==> config.mk <==
export PLATFORM = sky130hd
export DESIGN_NAME = irq_aggregator
export DESIGN_NICKNAME = d
export VERILOG_FILES = /design/src/rtl/irq_agg_pkg.sv /design/src/rtl/irq_agg_line_sync.sv /design/src/rtl/irq_agg_ready.sv /design/src/rtl/irq_agg_timer.sv /design/src/rtl/irq_aggregator.sv
export SDC_FILE = /design/constraint.sdc
export NUM_CORES = 1
export LEC_CHECK = 0
export BUFFER_PORTS_ARGS = -buffer_cell sky130_fd_sc_hd__buf_2
export CORE_UTILIZATION = 59
export CTS_BUF_LIST = sky130_fd_sc_hd__clkbuf_8
export DETAILED_ROUTE_END_ITERATION = 10
export GPL_TIMING_DRIVEN = 1
export PLACE_DENSITY = 0.89
export SLEW_MARGIN = 20
export SYNTH_ARGS = -nofsm -noshare
export SYNTH_HDL_FRONTEND = slang
export SYNTH_SLANG_ARGS = --single-unit
==> constraint.sdc <==
create_clock -name clk -period 1.9 [get_ports clk]
set_clock_uncertainty 0.15 [all_clocks]
set_input_delay 0.095 -clock clk [delete_from_list [all_inputs] [get_ports clk]]
set_output_delay 0.095 -clock clk [all_outputs]
set_load 0.02 [all_outputs]
==> src/rtl/irq_agg_pkg.sv <==
package irq_agg_pkg;
    localparam int NUM_PHY = 2;
    localparam int TOP_W   = 6;
    localparam int B_PHY0  = 0;
    localparam int B_PHY1  = 1;
    localparam int B_GPIO  = 2;
    localparam int B_TMR   = 3;
    localparam int B_SW    = 4;
    localparam int B_RDY   = 5;
    localparam int GEN_OFS = 8;

    typedef enum logic [2:0] {
        A_STS  = 3'd0,
        A_EN   = 3'd1,
        A_CFG  = 3'd2,
        A_GPIO = 3'd3,
        A_MSK0 = 3'd4,
        A_MSK1 = 3'd5,
        A_TCFG = 3'd6,
        A_TCNT = 3'd7
    } reg_addr_e;
endpackage

==> src/rtl/irq_agg_line_sync.sv <==
module irq_agg_line_sync #(
    parameter int N = 6
) (
    input  logic         clk,
    input  logic         rst_n,
    input  logic [N-1:0] pin,
    output logic [N-1:0] rise
);
    for (genvar i = 0; i < N; i++) begin : g_line
        logic [2:0] sh_q;
        logic [2:0] sh_d;
        always_comb sh_d = {sh_q[1:0], pin[i]};
        always_ff @(posedge clk or negedge rst_n) begin
            if (!rst_n) sh_q <= '0;
            else        sh_q <= sh_d;
        end
        assign rise[i] = sh_q[1] & ~sh_q[2];
    end
endmodule

==> src/rtl/irq_agg_ready.sv <==
module irq_agg_ready #(
    parameter int DELAY = 16
) (
    input  logic clk,
    input  logic rst_n,
    output logic fire
);
    localparam int CW = $clog2(DELAY + 1);
    logic [CW-1:0] cnt_q, cnt_d;

    always_comb begin
        cnt_d = cnt_q;
        if (cnt_q != CW'(DELAY)) cnt_d = cnt_q + 1'b1;
    end

    always_ff @(posedge clk or negedge rst_n) begin
        if (!rst_n) cnt_q <= '0;
        else        cnt_q <= cnt_d;
    end

    assign fire = (cnt_q == CW'(DELAY - 1));

    AST_READY_HOLDS: assert property (@(posedge clk) disable iff (!rst_n)
        (cnt_q == CW'(DELAY)) |=> (cnt_q == CW'(DELAY)));
endmodule

==> src/rtl/irq_agg_timer.sv <==
module irq_agg_timer #(
    parameter int W = 16
) (
    input  logic         clk,
    input  logic         rst_n,
    input  logic         en,
    input  logic         tick,
    input  logic         load,
    input  logic [W-1:0] load_val,
    output logic [W-1:0] cnt,
    output logic         wrap
);
    logic [W-1:0] cnt_q, cnt_d;

    always_comb begin
        cnt_d = cnt_q;
        wrap  = 1'b0;
        if (load) begin
            cnt_d = load_val;
        end else if (en && tick) begin
            cnt_d = cnt_q - 1'b1;
            wrap  = (cnt_q == '0);
        end
    end

    always_ff @(posedge clk or negedge rst_n) begin
        if (!rst_n) cnt_q <= '1;
        else        cnt_q <= cnt_d;
    end

    assign cnt = cnt_q;

    AST_TMR_IDLE: assert property (@(posedge clk) disable iff (!rst_n)
        (!en && !load) |=> $stable(cnt_q));
endmodule

==> src/rtl/irq_aggregator.sv <==
module irq_aggregator #(
    parameter int DATA_W    = 16,
    parameter int N_GPIO    = 6,
    parameter int PHY_W     = 8,
    parameter int TMR_W     = 16,
    parameter int RDY_DELAY = 16
) (
    input  logic                           clk,
    input  logic                           rst_n,
    input  logic                           bus_wr,
    input  logic                           bus_rd,
    input  logic [2:0]                     bus_addr,
    input  logic [DATA_W-1:0]              bus_wdata,
    output logic [DATA_W-1:0]              bus_rdata,
    input  logic [irq_agg_pkg::NUM_PHY*PHY_W-1:0] phy_evt,
    input  logic [N_GPIO-1:0]              gpio_in,
    input  logic                           tmr_tick,
    output logic                           irq_out
);
    import irq_agg_pkg::*;

    typedef struct packed {
        logic [TOP_W-1:0]  sts;
        logic [TOP_W-1:0]  en;
        logic              irq_en;
        logic [N_GPIO-1:0] g_sts;
        logic [N_GPIO-1:0] g_en;
        logic [PHY_W-1:0]  msk0;
        logic [PHY_W-1:0]  msk1;
        logic              t_en;
        logic              irq;
    } state_t;

    state_t q, d;

    logic [N_GPIO-1:0] g_rise;
    logic              rdy_fire;
    logic              tmr_wrap;
    logic [TMR_W-1:0]  tmr_cnt;
    logic              wr_sts, wr_en, wr_cfg, wr_gpio, wr_m0, wr_m1, wr_tcfg, wr_tcnt;
    logic [TOP_W-1:0]  set_v, clr_v;
    logic [N_GPIO-1:0] g_clr;

    irq_agg_line_sync #(.N(N_GPIO)) u_sync (
        .clk(clk), .rst_n(rst_n), .pin(gpio_in), .rise(g_rise)
    );

    irq_agg_ready #(.DELAY(RDY_DELAY)) u_rdy (
        .clk(clk), .rst_n(rst_n), .fire(rdy_fire)
    );

    irq_agg_timer #(.W(TMR_W)) u_tmr (
        .clk(clk), .rst_n(rst_n), .en(q.t_en), .tick(tmr_tick),
        .load(wr_tcnt), .load_val(bus_wdata[TMR_W-1:0]),
        .cnt(tmr_cnt), .wrap(tmr_wrap)
    );

    always_comb begin
        wr_sts  = bus_wr && (bus_addr == A_STS);
        wr_en   = bus_wr && (bus_addr == A_EN);
        wr_cfg  = bus_wr && (bus_addr == A_CFG);
        wr_gpio = bus_wr && (bus_addr == A_GPIO);
        wr_m0   = bus_wr && (bus_addr == A_MSK0);
        wr_m1   = bus_wr && (bus_addr == A_MSK1);
        wr_tcfg = bus_wr && (bus_addr == A_TCFG);
        wr_tcnt = bus_wr && (bus_addr == A_TCNT);

        d = q;

        clr_v = wr_sts ? bus_wdata[TOP_W-1:0] : '0;
        clr_v[B_GPIO] = 1'b0;
        set_v = '0;
        set_v[B_PHY0] = |(phy_evt[PHY_W-1:0] & q.msk0);
        set_v[B_PHY1] = |(phy_evt[2*PHY_W-1:PHY_W] & q.msk1);
        set_v[B_TMR]  = tmr_wrap;
        set_v[B_SW]   = wr_en && bus_wdata[B_SW];
        set_v[B_RDY]  = rdy_fire;
        d.sts = (q.sts & ~clr_v) | set_v;
        d.sts[B_GPIO] = |(q.g_sts & q.g_en);

        g_clr   = wr_gpio ? bus_wdata[N_GPIO-1:0] : '0;
        d.g_sts = (q.g_sts & ~g_clr) | g_rise;

        if (wr_en)   d.en     = bus_wdata[TOP_W-1:0];
        if (wr_cfg)  d.irq_en = bus_wdata[0];
        if (wr_gpio) d.g_en   = bus_wdata[GEN_OFS +: N_GPIO];
        if (wr_m0)   d.msk0   = bus_wdata[PHY_W-1:0];
        if (wr_m1)   d.msk1   = bus_wdata[PHY_W-1:0];
        if (wr_tcfg) d.t_en   = bus_wdata[0];

        d.irq = q.irq_en && |(q.sts & q.en);
    end

    always_ff @(posedge clk or negedge rst_n) begin
        if (!rst_n) q <= '0;
        else        q <= d;
    end

    always_comb begin
        bus_rdata = '0;
        if (bus_rd) begin
            unique case (bus_addr)
                A_STS:   bus_rdata[TOP_W-1:0]  = q.sts;
                A_EN:    bus_rdata[TOP_W-1:0]  = q.en;
                A_CFG:   bus_rdata[0]          = q.irq_en;
                A_GPIO: begin
                    bus_rdata[N_GPIO-1:0]          = q.g_sts;
                    bus_rdata[GEN_OFS +: N_GPIO]   = q.g_en;
                end
                A_MSK0:  bus_rdata[PHY_W-1:0]  = q.msk0;
                A_MSK1:  bus_rdata[PHY_W-1:0]  = q.msk1;
                A_TCFG:  bus_rdata[0]          = q.t_en;
                A_TCNT:  bus_rdata[TMR_W-1:0]  = tmr_cnt;
                default: bus_rdata = '0;
            endcase
        end
    end

    assign irq_out = q.irq;

    AST_READY_FROM_COUNT: assert property (@(posedge clk) disable iff (!rst_n)
        $rose(q.sts[B_RDY]) |-> $past(rdy_fire));
    AST_PHY0_MASKED: assert property (@(posedge clk) disable iff (!rst_n)
        (!q.sts[B_PHY0] && ((phy_evt[PHY_W-1:0] & q.msk0) == '0)) |=> !q.sts[B_PHY0]);
    AST_TMR_WRAP_SETS: assert property (@(posedge clk) disable iff (!rst_n)
        tmr_wrap |=> (q.sts[B_TMR] && (tmr_cnt == '1)));
    AST_SW_REQUEST: assert property (@(posedge clk) disable iff (!rst_n)
        (wr_en && bus_wdata[B_SW]) |=> q.sts[B_SW]);
    AST_STICKY_SW: assert property (@(posedge clk) disable iff (!rst_n)
        (q.sts[B_SW] && !(wr_sts && bus_wdata[B_SW])) |=> q.sts[B_SW]);
    AST_IRQ_GATED: assert property (@(posedge clk) disable iff (!rst_n)
        !q.irq_en |=> !irq_out);
endmodule

After elaboration in Yosys (flattened, before gate mapping)
Cells that the tools add are included.
Storage, ports and cells
  flip-flop bits (word level): 82
  input port bits: 46
  output and inout bits: 17
  logic and storage cells: 80
Operators by class
  add/subtract/negate cells: 2
  equality and inequality tests: 9
  muxes and demuxes: 12
  bitwise operators: 22
  reduce and logical (&&, ||, !) cells: 18
Operators by type and width (count)
  $mux 16: 3
  $pmux 5 s6: 1
  $and 6x6->6: 4
  $and 8x8->8: 2
  $logic_not 16->1: 1
  $reduce_or 8->1: 2
  $sub 16x1->16 const B: 1
  $eq 3x3->1 const B: 4
  $mux 6: 2
  $not 6->6: 2
  $or 6x6->6: 2
  $pmux 6 s2: 1
  $reduce_or 6->1: 2
  $logic_and 1x1->1: 11
  $pmux 1 s8: 1
  $and 1x1->1: 6
  $eq 3x2->1 const B: 2
  $not 1->1: 6
  $pmux 2 s3: 1
  $add 5x1->5 const B: 1
  $eq 5x4->1 const B: 1
  $ne 5x5->1 const B: 1
  $eq 3x1->1 const B: 1
  $logic_not 3->1: 1
  other kinds (3): 4

Depth between registers and ports, before layout
Gate-level depths: netlist (run 1).
  depth in word-level cells: 6
  gate-level depth with buffers: 6
  depth with buffers taken out: 6

Modules after synthesis
From an unflattened synthesis (run 1), not the netlist that was laid out.
Unflattened totals
  cells, all modules: 351
  area, all modules: 4087.7 µm²
By module, submodules not included
  irq_aggregator: times used 1, cells each 203, area an instance 2342.2 µm², sequential area each 1076.0 µm²
  irq_agg_timer: times used 1, cells each 102, area an instance 943.4 µm², sequential area each 420.4 µm²
  irq_agg_line_sync: times used 1, cells each 24, area an instance 533.0 µm², sequential area each 450.4 µm²
  irq_agg_ready: times used 1, cells each 22, area an instance 269.0 µm², sequential area each 125.1 µm²

Least setup slack after synthesis (run 1)
OpenSTA, ideal clock, no wires.
  path kind: reg-to-reg
  start: register u_tmr.cnt_q[0] (netlist: u_tmr.cnt[0])
  end: register u_tmr.cnt_q[14] (netlist: u_tmr.cnt[14])
  library setup time: 77 ps
  arrival time: 1470 ps
  data required time: 1673 ps
  setup slack: 202 ps
  cell stages (with the launch flop): 7
  path buffers: 0
  period minus slack after synthesis: 1698 ps
  path through: dfstp_2 inv_1 ha_1 nor2b_1 nand3_1 or3_1 a31oi_1
Between the ends
  cells in the longest elaborated chain, start to end: 3
Ends and longest elaborated chain
  start: declaration: RTL line irq_agg_timer.sv:13  | logic [W-1:0] cnt_q, cnt_d;
  start signal: assignment: RTL line irq_agg_timer.sv:28  | else cnt_q <= cnt_d;
  $sub 16x1->16: RTL line irq_agg_timer.sv:21  | cnt_d = cnt_q - 1'b1;
  $mux 16: RTL line irq_agg_timer.sv:20  | end else if (en && tick) begin
  $mux 16: RTL line irq_agg_timer.sv:18  | if (load) begin
Every way passes these cells. The select of a mux whose other input is x is not followed.
A chain may end at the register's enable or synchronous reset.

Worst setup path in the final report (run 1)
  start: register q[25] in the netlist's numbering
  end: output port bus_rdata[1]
Between the ends
  cells in the longest elaborated chain, start to end: 2
Ends and longest elaborated chain
  start: declaration: RTL line irq_aggregator.sv:34  | state_t q, d;
  start signal: assignment: RTL line irq_aggregator.sv:95  | if (!rst_n) q <= '0;
  start signal: assignment: RTL line irq_aggregator.sv:96  | else q <= d;
  $pmux 5 s6: RTL line irq_aggregator.sv:102  | unique case (bus_addr)
  $mux 16: RTL line irq_aggregator.sv:101  | if (bus_rd) begin
  end: declaration: RTL line irq_aggregator.sv:14  | output logic [DATA_W-1:0] bus_rdata,
Every way passes these cells.

==> out/results.tsv, run 1 <==
stage	metric	value	unit
critical_path	required	1.65	ns
finish	area_growth	27.6	%
sta	finalCritPeriodShare	1.02	
hold_path	hold_path.class	in2async	
finish	final_cell_mix	66 x dfrtp_1, 56 x buf_2, 40 x nand2_1	
global_routing	grt_use_met2	0.516	
critical_path	crit_path_cell_trace	mux4_2 > a22oi_2 > nor2b_1 > buf_4	
clocking	h-tree-depth	3	
pwr	sw_frac_of_total	0.322	
finish	fin_area	5140	sq um
sta	final-setup-viol-count	3	
synthesis	syn_inst	342	
synthesis	yosys_warnings	0	
pwr	combPwrFrac	0.263	
die	dieWidth	84.6	um
sta	tightest_slew	0.550	ns
sta	whs	0.0379	ns
detailed_routing	antenna_left	0	
critical_path	cp_data_arrival_time	1.70	ns
die	coreArea	6460	sq um
synthesis	synthArstFlopShare	1.00	
global_routing	grt_pass1_wl	17200	um
global_routing	use_met3	0.0659	
global_routing	overflow	0	
place	placed_area	4450	sq um
sta	max_freq	515	MHz
sta	rsz0062_at_grt	yes	
synthesis	syn_nets	392	
detailed_routing	wl_per_cell	20.1	um
pwr	intPower	3520	uW
critical_path	cp_max_fo	2	
sta	slew_headroom	0.632	
detailed_routing	vias	3372	
finish	final_cells	543	
clocking	worstSkewPairLatency	0.36	ns
finish	layout.area.seq	2070	sq um
sta	hold_viol	0	
critical_path	crit_slowest_cell	mux4_2	
global_routing	grt_use_met1	0.412	
clocking	tritoncts	built	
critical_path	cp_top_family	multiplexers	
synthesis	synth_area	4020	sq um
critical_path	path_class	reg2out	
pwr	powerDensity	1010	nW/um^2
synthesis	seq_area_frac_synth	0.515	
finish	layout-drive-gt1-share	0.382	
pwr	clkPwrFrac	0.250	
finish	fin_util	0.795	
finish	nNetsFinal	511	
critical_path	endpoint_kind	output pin	
global_routing	grt_max_degree	56	
sta	setup_slack	-0.0409	ns
sta	maxSlewViolCount	0	
place	place_congestion	0.905	
synthesis	synthFlopType	dfrtp_1	
sta	fin_crit	1.94	ns
synthesis	avgSynthCellArea	11.8	sq um
detailed_routing	routed_wl	10900	um
finish	multi_input_area	1850	sq um
sta	fin_setup_tns	-0.0743	ns
pwr	irDropWorstVdd	0.000634	V
place	dp_hpwl	6900	um
finish	final_common_cell	dfrtp_1	
run	drv_cap	0	
clocking	clockBufferDepth	2	
detailed_routing	drc_errors	5	
synthesis	synth_seq_cells	82	
die	die_area	7150	sq um
place	port_buffers	62	
die	die-height	84.6	um
pwr	power_frac_seq	0.487	
place	dp_cells	481	
synthesis	synth_edf_count	0	
finish	nFillCells	331	
clocking	path_clk_slew	0.09	ns
global_routing	grt_antenna_before_repair	0	
detailed_routing	drtIter0Drc	465	
pwr	p_leak	0.00229	uW
critical_path	max_stage_delay	0.51	ns
detailed_routing	via_per_inst	6.21	
synthesis	synth_cell_types	49	
die	io_pins	63	
pwr	power_switching	1670	uW
clocking	numCtsBuffers	9	
global_routing	grt_pass1_vias	3358	
global_routing	globalRouteTotalUtil	0.323	
die	std_cell_rows	29	
die	start_util	0.623	
clocking	root_buffer	clkbuf_8	
status	violations	DRC, setup timing	
critical_path	cp-start-kind	flop	
finish	antenna_cells	0	
clocking	cts.sinks	82	
global_routing	gr-max-usage-layer	met2	
critical_path	path_buf_inv	1	
status	status	finished with violations	
detailed_routing	first_pass_iters	10	
[layer usage]
| metal | vias to the layer above | share of wire |
|---|---|---|
| met5 | - | 0 |
| met4 | 0 | 0.043 |
| met3 | 42 | 0.087 |
| met2 | 208 | 0.48 |
| met1 | 1652 | 0.39 |
| li1 | 1470 | - |
[kinds of logic (layout without fill, tap and decap cells)]
kind of cell,after synthesis,in the layout,synth area share
adders and majority gates,4,4,0.0124
muxes,52,52,0.158
DFF,82,82,0.515
xor gates and xnor gates,14,14,0.0305
and+or+nand+nor,112,112,0.159
buffers and inverters,25,149,0.0348
AOI/OAI and AO/OA,53,53,0.0902
[cell type report]
type                            count  area share
Sequential cell                    82       0.403
Multi-Input combinational cell    235       0.361
Timing Repair Buffer              121       0.169
Clock buffer                       10      0.0268
Tap cell                           77      0.0188
Clock inverter                      6      0.0127
Inverter                           12     0.00877
[stage by stage]
| stage | worst slack (ns) | power [uW] |
|---|---|---|
| after floorplan | 0.202 | 3210 |
| final | -0.0409 | 5190 |
| after global routing | -0.0795 | 5400 |
| after global placement | 0.159 | 3560 |
| after detailed placement | 0.133 | 3630 |
| after CTS | -0.0169 | 5040 |
[Yosys cell counts (2+ instances only)]
library cell,n,area share
dfrtp_1,66,0.41
nand2_1,40,0.037
mux2_2,36,0.10
nor2_1,20,0.019
dfstp_2,16,0.10
o21ai_0,16,0.020
a22oi_1,15,0.028
inv_1,12,0.011
mux2i_1,11,0.027
a22o_1,9,0.020
nand3_1,9,0.011
xor2_1,9,0.020
nand4_1,7,0.011
buf_4,5,0.0093
nor2b_1,5,0.0078
xnor2_1,5,0.011
a31oi_1,4,0.0062
and2_1,4,0.0062
buf_2,4,0.0050
ha_1,4,0.012
nand4b_1,4,0.0087
a21oi_1,3,0.0037
buf_6,3,0.0084
mux4_2,3,0.017
a221oi_1,2,0.0044
mux4_1,2,0.013
nand2b_1,2,0.0031
nor2_2,2,0.0031
nor4_1,2,0.0031
o2bb2ai_1,2,0.0044
or3_1,2,0.0031
[what timing repair did]
item | in CTS | in global routing
hold buffers | 35 | 0
buffers inserted | 8 | 4
hold endpoints to repair | 142 | 0
setup endpoints to repair | 5 | 8
gates resized for setup | 6 | 11
pin swaps | 2 | 2
[power by group through the flow]
stage | sequential [uW] | combinational (uW) | clock, uW
6_report | 2530 | 1370 | 1300
5_1_grt | 2550 | 1480 | 1370
4_1_cts | 2510 | 1230 | 1300
3_5_place_dp | 2550 | 1080 | 0
3_3_place_gp | 2520 | 1040 | 0
2_1_floorplan | 2440 | 774 | 0
[state kept, by name, summed over array words and instances, names as in the netlist]
signal / flops
q: 42
u_sync.g_line.sh_q: 18
u_tmr.cnt: 16
u_rdy.cnt_q: 5
irq_out: 1
[worst paths after layout]
kind / startpoint / end / slack (ns) / depth (start not counted)
worst max register to register: q[13]$_DFFE_PN0P_ / q[37]$_DFF_PN0_ / 0.01 / 4
worst max-delay path: q[25]$_DFF_PN0_ / bus_rdata[1] / -0.04 / 4
min in group clk: bus_wr / q[1]$_DFFE_PN0P_ / 0.04 / 3
worst min-delay path: rst_n / q[37]$_DFF_PN0_ / 0.04 / 2
max in group asynchronous: rst_n / u_tmr.cnt[11]$_DFFE_PN1P_ / 0.89 / 3
worst min register to register: u_sync.g_line[1].sh_q[0]$_DFF_PN0_ / u_sync.g_line[1].sh_q[1]$_DFF_PN0_ / 0.20 / 0
(Power assumes the default switching activity.)
==> run 2, diff against run 1 <==
Settings changed: CORE_UTILIZATION 59 to 50, PLACE_DENSITY 0.89 to 0.73.
==> out/results.tsv, run 2 (synthesis gave the netlist of run 1 again) <==
stage	metric	value	unit	change
place	place_congestion	0.865		was 0.905
critical_path	cp-start-kind	flop		unchanged
clocking	clockBufferDepth	2		unchanged
global_routing	grt_use_met2	0.401		was 0.516
finish	top_register	q		unchanged
finish	fin_area	5200	sq um	was 5140 sq um
critical_path	path_class	reg2out		unchanged
sta	setup_slack	-0.0356	ns	was -0.0409 ns
critical_path	endpoint_kind	output pin		unchanged
sta	tightest_slew	0.456	ns	was 0.550 ns
critical_path	cp_data_arrival_time	1.69	ns	was 1.70 ns
finish	nNetsFinal	515		was 511
pwr	powerDensity	966	nW/um^2	was 1010 nW/um^2
clocking	worstSkewPairLatency	0.36	ns	about the same
detailed_routing	antenna_left	0		unchanged
die	die-height	91.7	um	was 84.6 um
sta	maxSlewViolCount	0		unchanged
clocking	path_clk_slew	0.10	ns	was 0.09 ns
global_routing	grt_use_met1	0.379		was 0.412
finish	fin_util	0.669		was 0.795
detailed_routing	first_pass_iters	5		was 10
global_routing	gr-max-usage-layer	met2		unchanged
pwr	p_leak	0.00228	uW	was 0.00229 uW
detailed_routing	drc_errors	0		was 5
status	violations	setup timing		was DRC, setup timing
die	dieWidth	91.7	um	was 84.6 um
detailed_routing	drtIter0Drc	290		was 465
finish	final_cell_mix	66 x dfrtp_1, 61 x buf_2, 40 x nand2_1, 40 x dlygate4sd3_1, 36 x mux2_2		was 66 x dfrtp_1, 56 x buf_2, 40 x nand2_1
pwr	irDropWorstVdd	0.000605	V	was 0.000634 V
place	dp_hpwl	7050	um	was 6900 um
global_routing	grt_antenna_before_repair	0		unchanged
sta	final-setup-viol-count	1		was 3
clocking	tritoncts	built		unchanged
sta	slew_headroom	0.695		was 0.632
critical_path	cp_max_fo	3		was 2
critical_path	required	1.65	ns	about the same
clocking	h-tree-depth	3		unchanged
finish	area_growth	29.2	%	was 27.6%
run	drv_cap	0		unchanged
detailed_routing	vias	3216		was 3372
sta	finalCritPeriodShare	1.02		about the same
die	std_cell_rows	32		was 29
status	status	finished with violations		unchanged
clocking	cts.sinks	82		unchanged
global_routing	grt_pass1_vias	3234		was 3358
global_routing	use_met3	0.0547		was 0.0659
die	start_util	0.518		was 0.623
global_routing	grt_pass1_wl	17100	um	was 17200 um
finish	largest_reg_flops	42		unchanged
sta	hold_viol	0		unchanged
die	io_pins	63		unchanged
global_routing	grt_max_degree	35		was 56
detailed_routing	routed_wl	10500	um	was 10900 um
finish	layout-drive-gt1-share	0.372		was 0.382
global_routing	globalRouteTotalUtil	0.269		was 0.323
clocking	numCtsBuffers	9		unchanged
sta	max_freq	517	MHz	was 515 MHz
hold_path	hold_path.class	in2reg		was in2async
place	placed_area	4520	sq um	was 4450 sq um
detailed_routing	wl_per_cell	18.3	um	was 20.1 um
detailed_routing	via_per_inst	5.62		was 6.21
finish	antenna_cells	0		unchanged
die	coreArea	7770	sq um	was 6460 sq um
finish	final_common_cell	dfrtp_1		unchanged
pwr	p_total	5020	uW	was 5190 uW
sta	fin_crit	1.94	ns	about the same
clocking	root_buffer	clkbuf_8		unchanged
place	port_buffers	62		unchanged
sta	rsz0062_at_grt	yes		unchanged
die	die_area	8410	sq um	was 7150 sq um
global_routing	overflow	0		unchanged
## run 2: changes by cell type in the layout (fill, tap and decap cells not counted), sizes merged
cell,change
bufinv,-1
dlygate4sd3,+5
buf,-1
clkinvlp,+4
clkinv,-3
## run 2: path summary, 6_finish.rpt
path                                                    startpoint                                  to  slack (ns)  depth (start not counted)
worst max register to register                    q[1]$_DFFE_PN0P_           u_tmr.cnt[14]$_DFFE_PN1P_        0.20                          5
worst min register to register  u_sync.g_line[5].sh_q[0]$_DFF_PN0_  u_sync.g_line[5].sh_q[1]$_DFF_PN0_        0.20                          0
worst max-delay path                             q[35]$_DFFE_PN0N_                        bus_rdata[4]       -0.04                          4
max in group asynchronous                                    rst_n                    q[9]$_DFFE_PN0P_        0.92                          3
worst min-delay path                                        bus_wr                    q[1]$_DFFE_PN0P_        0.04                          3
min in group asynchronous                                    rst_n                   q[22]$_DFFE_PN0N_        0.08                          2
## run 2: area by class of cell
cell class | count | area, sq um
repair buffers | 125 | 936
clock buffers | 10 | 138
flip-flops and latches | 82 | 2070
well taps | 102 | 128
inverters | 12 | 45.0
fillers | 596 | 2570
clock inverters | 6 | 47.5
multi-input cells | 235 | 1830
## run 2: timing repair
item	in CTS	in global routing
hold buffers	40	0
pin swaps	3	0
endpoints found under the setup margin	5	7
buffers inserted	8	2
hold endpoints to repair	143	0
resized for setup	4	4
## run 2: critical path, stage by stage (launching register included)
cell	delay, ns
dfrtp_1	0.44
mux4_2	0.49
a22oi_2	0.19
nor2b_1	0.06
buf_2	0.15
## run 2: where the power goes
group          internal (uW)  switching, uW  leakage, uW
logic                    690            608      0.00126
clock network            519            686    0.0000815
registers               2160            358     0.000936
## run 2: stage by stage
step           TNS (ns)  setup slack [ns]  std cells  hold WS (ns)
2_1_floorplan         0             0.202        342        -0.351
3_3_place_gp          0             0.231        506       -0.0734
3_5_place_dp          0             0.192        506       -0.0671
4_1_cts               0          0.000608        570        0.0154
5_1_grt          -0.193           -0.0662        572        0.0436
6_report        -0.0356           -0.0356        572        0.0394
## run 2: metal layers
layer | vias to the layer above | wire length [um]
li1 | 1473 | -
met2 | 132 | 4810
met5 | - | 0
met3 | 25 | 705
met1 | 1586 | 4620
met4 | 0 | 330
==> run 3, diff against run 2 <==
Settings changed: ABC_AREA set to 1, GPL_ROUTABILITY_DRIVEN set to 1, PLACE_DENSITY 0.73 to 0.72, SYNTH_HIERARCHICAL set to 1.
==> out/results.tsv, run 3 <==
stage	metric	value	unit	change
synthesis	synth-xor-area-share	0.00203		was 0.0305
sta	rsz0062_at_grt	no		was yes
critical_path	critPathLaunch	u_tmr/cnt[4]$_DFFE_PN1P_		was q[35]$_DFFE_PN0N_
synthesis	synth-compound-area-share	0.0913		was 0.0902
finish	nNetsFinal	704		was 515
synthesis	yosys_warnings	6		was 0
clocking	h-tree-depth	3		unchanged
synthesis	synth_adder_area_share	0.0116		was 0.0124
hold_path	worstHoldEndpoint	q[30]$_DFFE_PN0P_		was q[1]$_DFFE_PN0P_
die	io_pins	63		unchanged
critical_path	required	1.65	ns	about the same
hold_path	hold_path.class	in2reg		unchanged
global_routing	grt_pass1_wl	19500	um	was 17100 um
finish	final_common_cell	nand2_1		was dfrtp_1
finish	antenna_cells	0		unchanged
synthesis	seq_area_frac_synth	0.480		was 0.515
finish	area_growth	22.2	%	was 29.2%
clocking	tritoncts	built		unchanged
finish	top_register	q		unchanged
synthesis	synth_top_family_by_area	simple AND/OR/NAND/NOR gates		unchanged
sta	fin_crit	1.86	ns	was 1.94 ns
pwr	irDropWorstVdd	0.000600	V	was 0.000605 V
clocking	cts.sinks	82		unchanged
critical_path	reg2regPathDepth	7		was 5
sta	max_freq	539	MHz	was 517 MHz
detailed_routing	via_per_inst	5.38		was 5.62
clocking	path_clk_slew	0.09	ns	was 0.10 ns
synthesis	syn_nets	607		was 392
synthesis	synth-simple-area-share	0.334		was 0.159
finish	layout-drive-gt1-share	0.215		was 0.372
synthesis	synth_common_cells	174 x nand2_1, 66 x dfrtp_1, 60 x inv_1		was 66 x dfrtp_1, 40 x nand2_1, 36 x mux2_2
die	die-height	94.9	um	was 91.7 um
detailed_routing	vias	4114		was 3216
status	status	completed		was finished with violations
sta	final-setup-viol-count	0		was 1
synthesis	synthArstFlopShare	1.00		unchanged
global_routing	grt_max_degree	55		was 35
global_routing	grt_antenna_before_repair	0		unchanged
place	dp_hpwl	8750	um	was 7050 um
sta	maxSlewViolCount	0		unchanged
pwr	p_leak	0.00259	uW	was 0.00228 uW
die	std_cell_rows	33		was 32
run	drv_cap	0		unchanged
critical_path	max_stage_delay	0.59	ns	was 0.49 ns
hold_path	hold_start	bus_addr[1]		was bus_wr
die	coreArea	8300	sq um	was 7770 sq um
critical_path	rr_startpoint	u_tmr/cnt[0]$_DFFE_PN1P_		was q[1]$_DFFE_PN0P_
synthesis	synth_cell_types	31		was 49
synthesis	synth_area_leaders	dfrtp_1 38%, nand2_1 15%, dfstp_2 9.7%, nand3_1 6.0%, inv_1 5.2%		was dfrtp_1 41%, dfstp_2 10%, mux2_2 10%, nand2_1 3.7%, a22oi_1 2.8%
hold_path	hold-path-cell-count	3		unchanged
die	start_util	0.520		was 0.518
detailed_routing	routed_wl	12100	um	was 10500 um
die	die_area	9010	sq um	was 8410 sq um
synthesis	synth.most_common_cell	nand2_1		was dfrtp_1
critical_path	crit_slowest_cell	dfstp_2		was mux4_2
global_routing	globalRouteTotalUtil	0.291		was 0.269
sta	tightest_slew	0.464	ns	was 0.456 ns
detailed_routing	drtIter0Drc	290		unchanged
synthesis	avgSynthCellArea	7.75	sq um	was 11.8 sq um
place	place_congestion	0.888		was 0.865
sta	hold_viol	0		unchanged
global_routing	grt_pass1_vias	3855		was 3234
critical_path	cp_max_fo	5		was 3
clocking	clockBufferDepth	2		unchanged
critical_path	rrSetupSlack	0.15	ns	was 0.20 ns
clocking	root_buffer	clkbuf_8		unchanged
synthesis	synth_seq_cells	82		unchanged
clocking	worstSkewPairLatency	0.36	ns	about the same
critical_path	cp_data_arrival_time	1.61	ns	was 1.69 ns
detailed_routing	wl_per_cell	15.9	um	was 18.3 um
clocking	numCtsBuffers	9		unchanged
finish	largest_reg_flops	42		unchanged
critical_path	endpoint_kind	output pin		unchanged
critical_path	crit_path_cell_trace	nand4_1 > nand2_1 > nor2_1 > a21oi_1 > buf_2		was mux4_2 > a22oi_2 > nor2b_1 > buf_2
synthesis	synthFlopType	dfrtp_1		unchanged
synthesis	synth_edf_count	0		unchanged
synthesis	synth_area	4320	sq um	was 4020 sq um
critical_path	path_class	reg2out		unchanged
sta	slew_headroom	0.690		was 0.695
global_routing	overflow	0		unchanged
pwr	powerDensity	1030	nW/um^2	was 966 nW/um^2
detailed_routing	drc_errors	0		unchanged
sta	finalCritPeriodShare	0.976		was 1.02
synthesis	yosys.area.top_type	dfrtp_1		unchanged
detailed_routing	antenna_left	0		unchanged
critical_path	regToRegEndpoint	q[40]$_DFF_PN0_		was u_tmr.cnt[14]$_DFFE_PN1P_
sta	fin_setup_tns	0	ns	was -0.0356 ns
die	dieWidth	94.9	um	was 91.7 um
critical_path	cp-start-kind	flop		unchanged
synthesis	syn_inst	557		was 342
synthesis	yosysTopAreaCellShare	0.383		was 0.410
detailed_routing	first_pass_iters	7		was 5
finish	final_cell_mix	174 x nand2_1, 66 x dfrtp_1, 61 x buf_2		was 66 x dfrtp_1, 61 x buf_2, 40 x nand2_1, 40 x dlygate4sd3_1, 36 x mux2_2
pwr	p_total	5450	uW	was 5020 uW
place	port_buffers	62		unchanged
synthesis	synth_mux_area_frac	0		was 0.158
run 3: area by class of cell:
type	count	area, sq um
clock buffers	10	138
clock inverters	6	78.8
fillers	742	3030
inverters	65	244
multi-input cells	393	1900
flip-flops and latches	82	2070
well taps	105	131
repair buffers	103	711
run 3: metal layers:
metal	routed length (um)	global-route usage	part of all wire	vias up
li1	-	-	-	1988
met1	5320	0.397	0.44	1925
met2	5740	0.456	0.47	180
met3	856	0.0700	0.071	21
met4	230	0.0947	0.019	0
met5	0	0	0	-
run 3: worst max-delay path: cells and delay by family, from the launching register on:
kind	cells	cell delay, ns
AO/OA/AOI/OAI	1	0.18
AND/OR/NAND/NOR	3	0.27
buffers and inverters	1	0.21
flip-flops	1	0.59
run 3: per-stage QoR:
step / setup WS [ns] / hold slack, ns / std cells / area, sq um / util
6_report: 0.0449 / 0.0189 / 764 / 5270 / 0.635
5_1_grt: 0.00279 / 0.0351 / 764 / 5270 / 0.635
4_1_cts: 0.0701 / 0.00385 / 762 / 5260 / 0.633
3_5_place_dp: 0.169 / -0.0986 / 715 / 4730 / 0.570
3_3_place_gp: 0.208 / -0.103 / 715 / 4730 / 0.570
2_1_floorplan: 0.391 / -0.351 / 557 / 4320 / -
run 3: what timing repair did:
action                                  4_1_cts  5_1_grt
buffers inserted                              0        2
hold endpoints to repair                    114        0
gates resized for setup                       0        0
endpoints found under the setup margin        0        1
hold buffers                                 31        0
run 3: kinds of logic (layout without fill, tap and decap cells):
kind of cell	after synthesis	count (layout)
AO/OA/AOI/OAI	73	73
flip-flops	82	82
buffers and inverters	82	184
AND/OR/NAND/NOR	315	315
XOR/XNOR	1	1
adder cells (fa/ha/maj)	4	4
run 3: how the worst max path moves through the flow:
stage                                end  slack, ns
5_1_grt                     bus_rdata[3]      0.003
2_1_floorplan            q[40]$_DFF_PN0_       0.39
6_report                    bus_rdata[4]       0.04
4_1_cts                     bus_rdata[2]       0.07
3_3_place_gp                bus_rdata[3]       0.21
3_5_place_dp   u_tmr/cnt[15]$_DFFE_PN1P_       0.17
run 3: power by group:
group / switching (uW) / internal, uW
registers: 379 / 2180
logic: 927 / 574
clock network: 717 / 674
total: 2020 / 3430
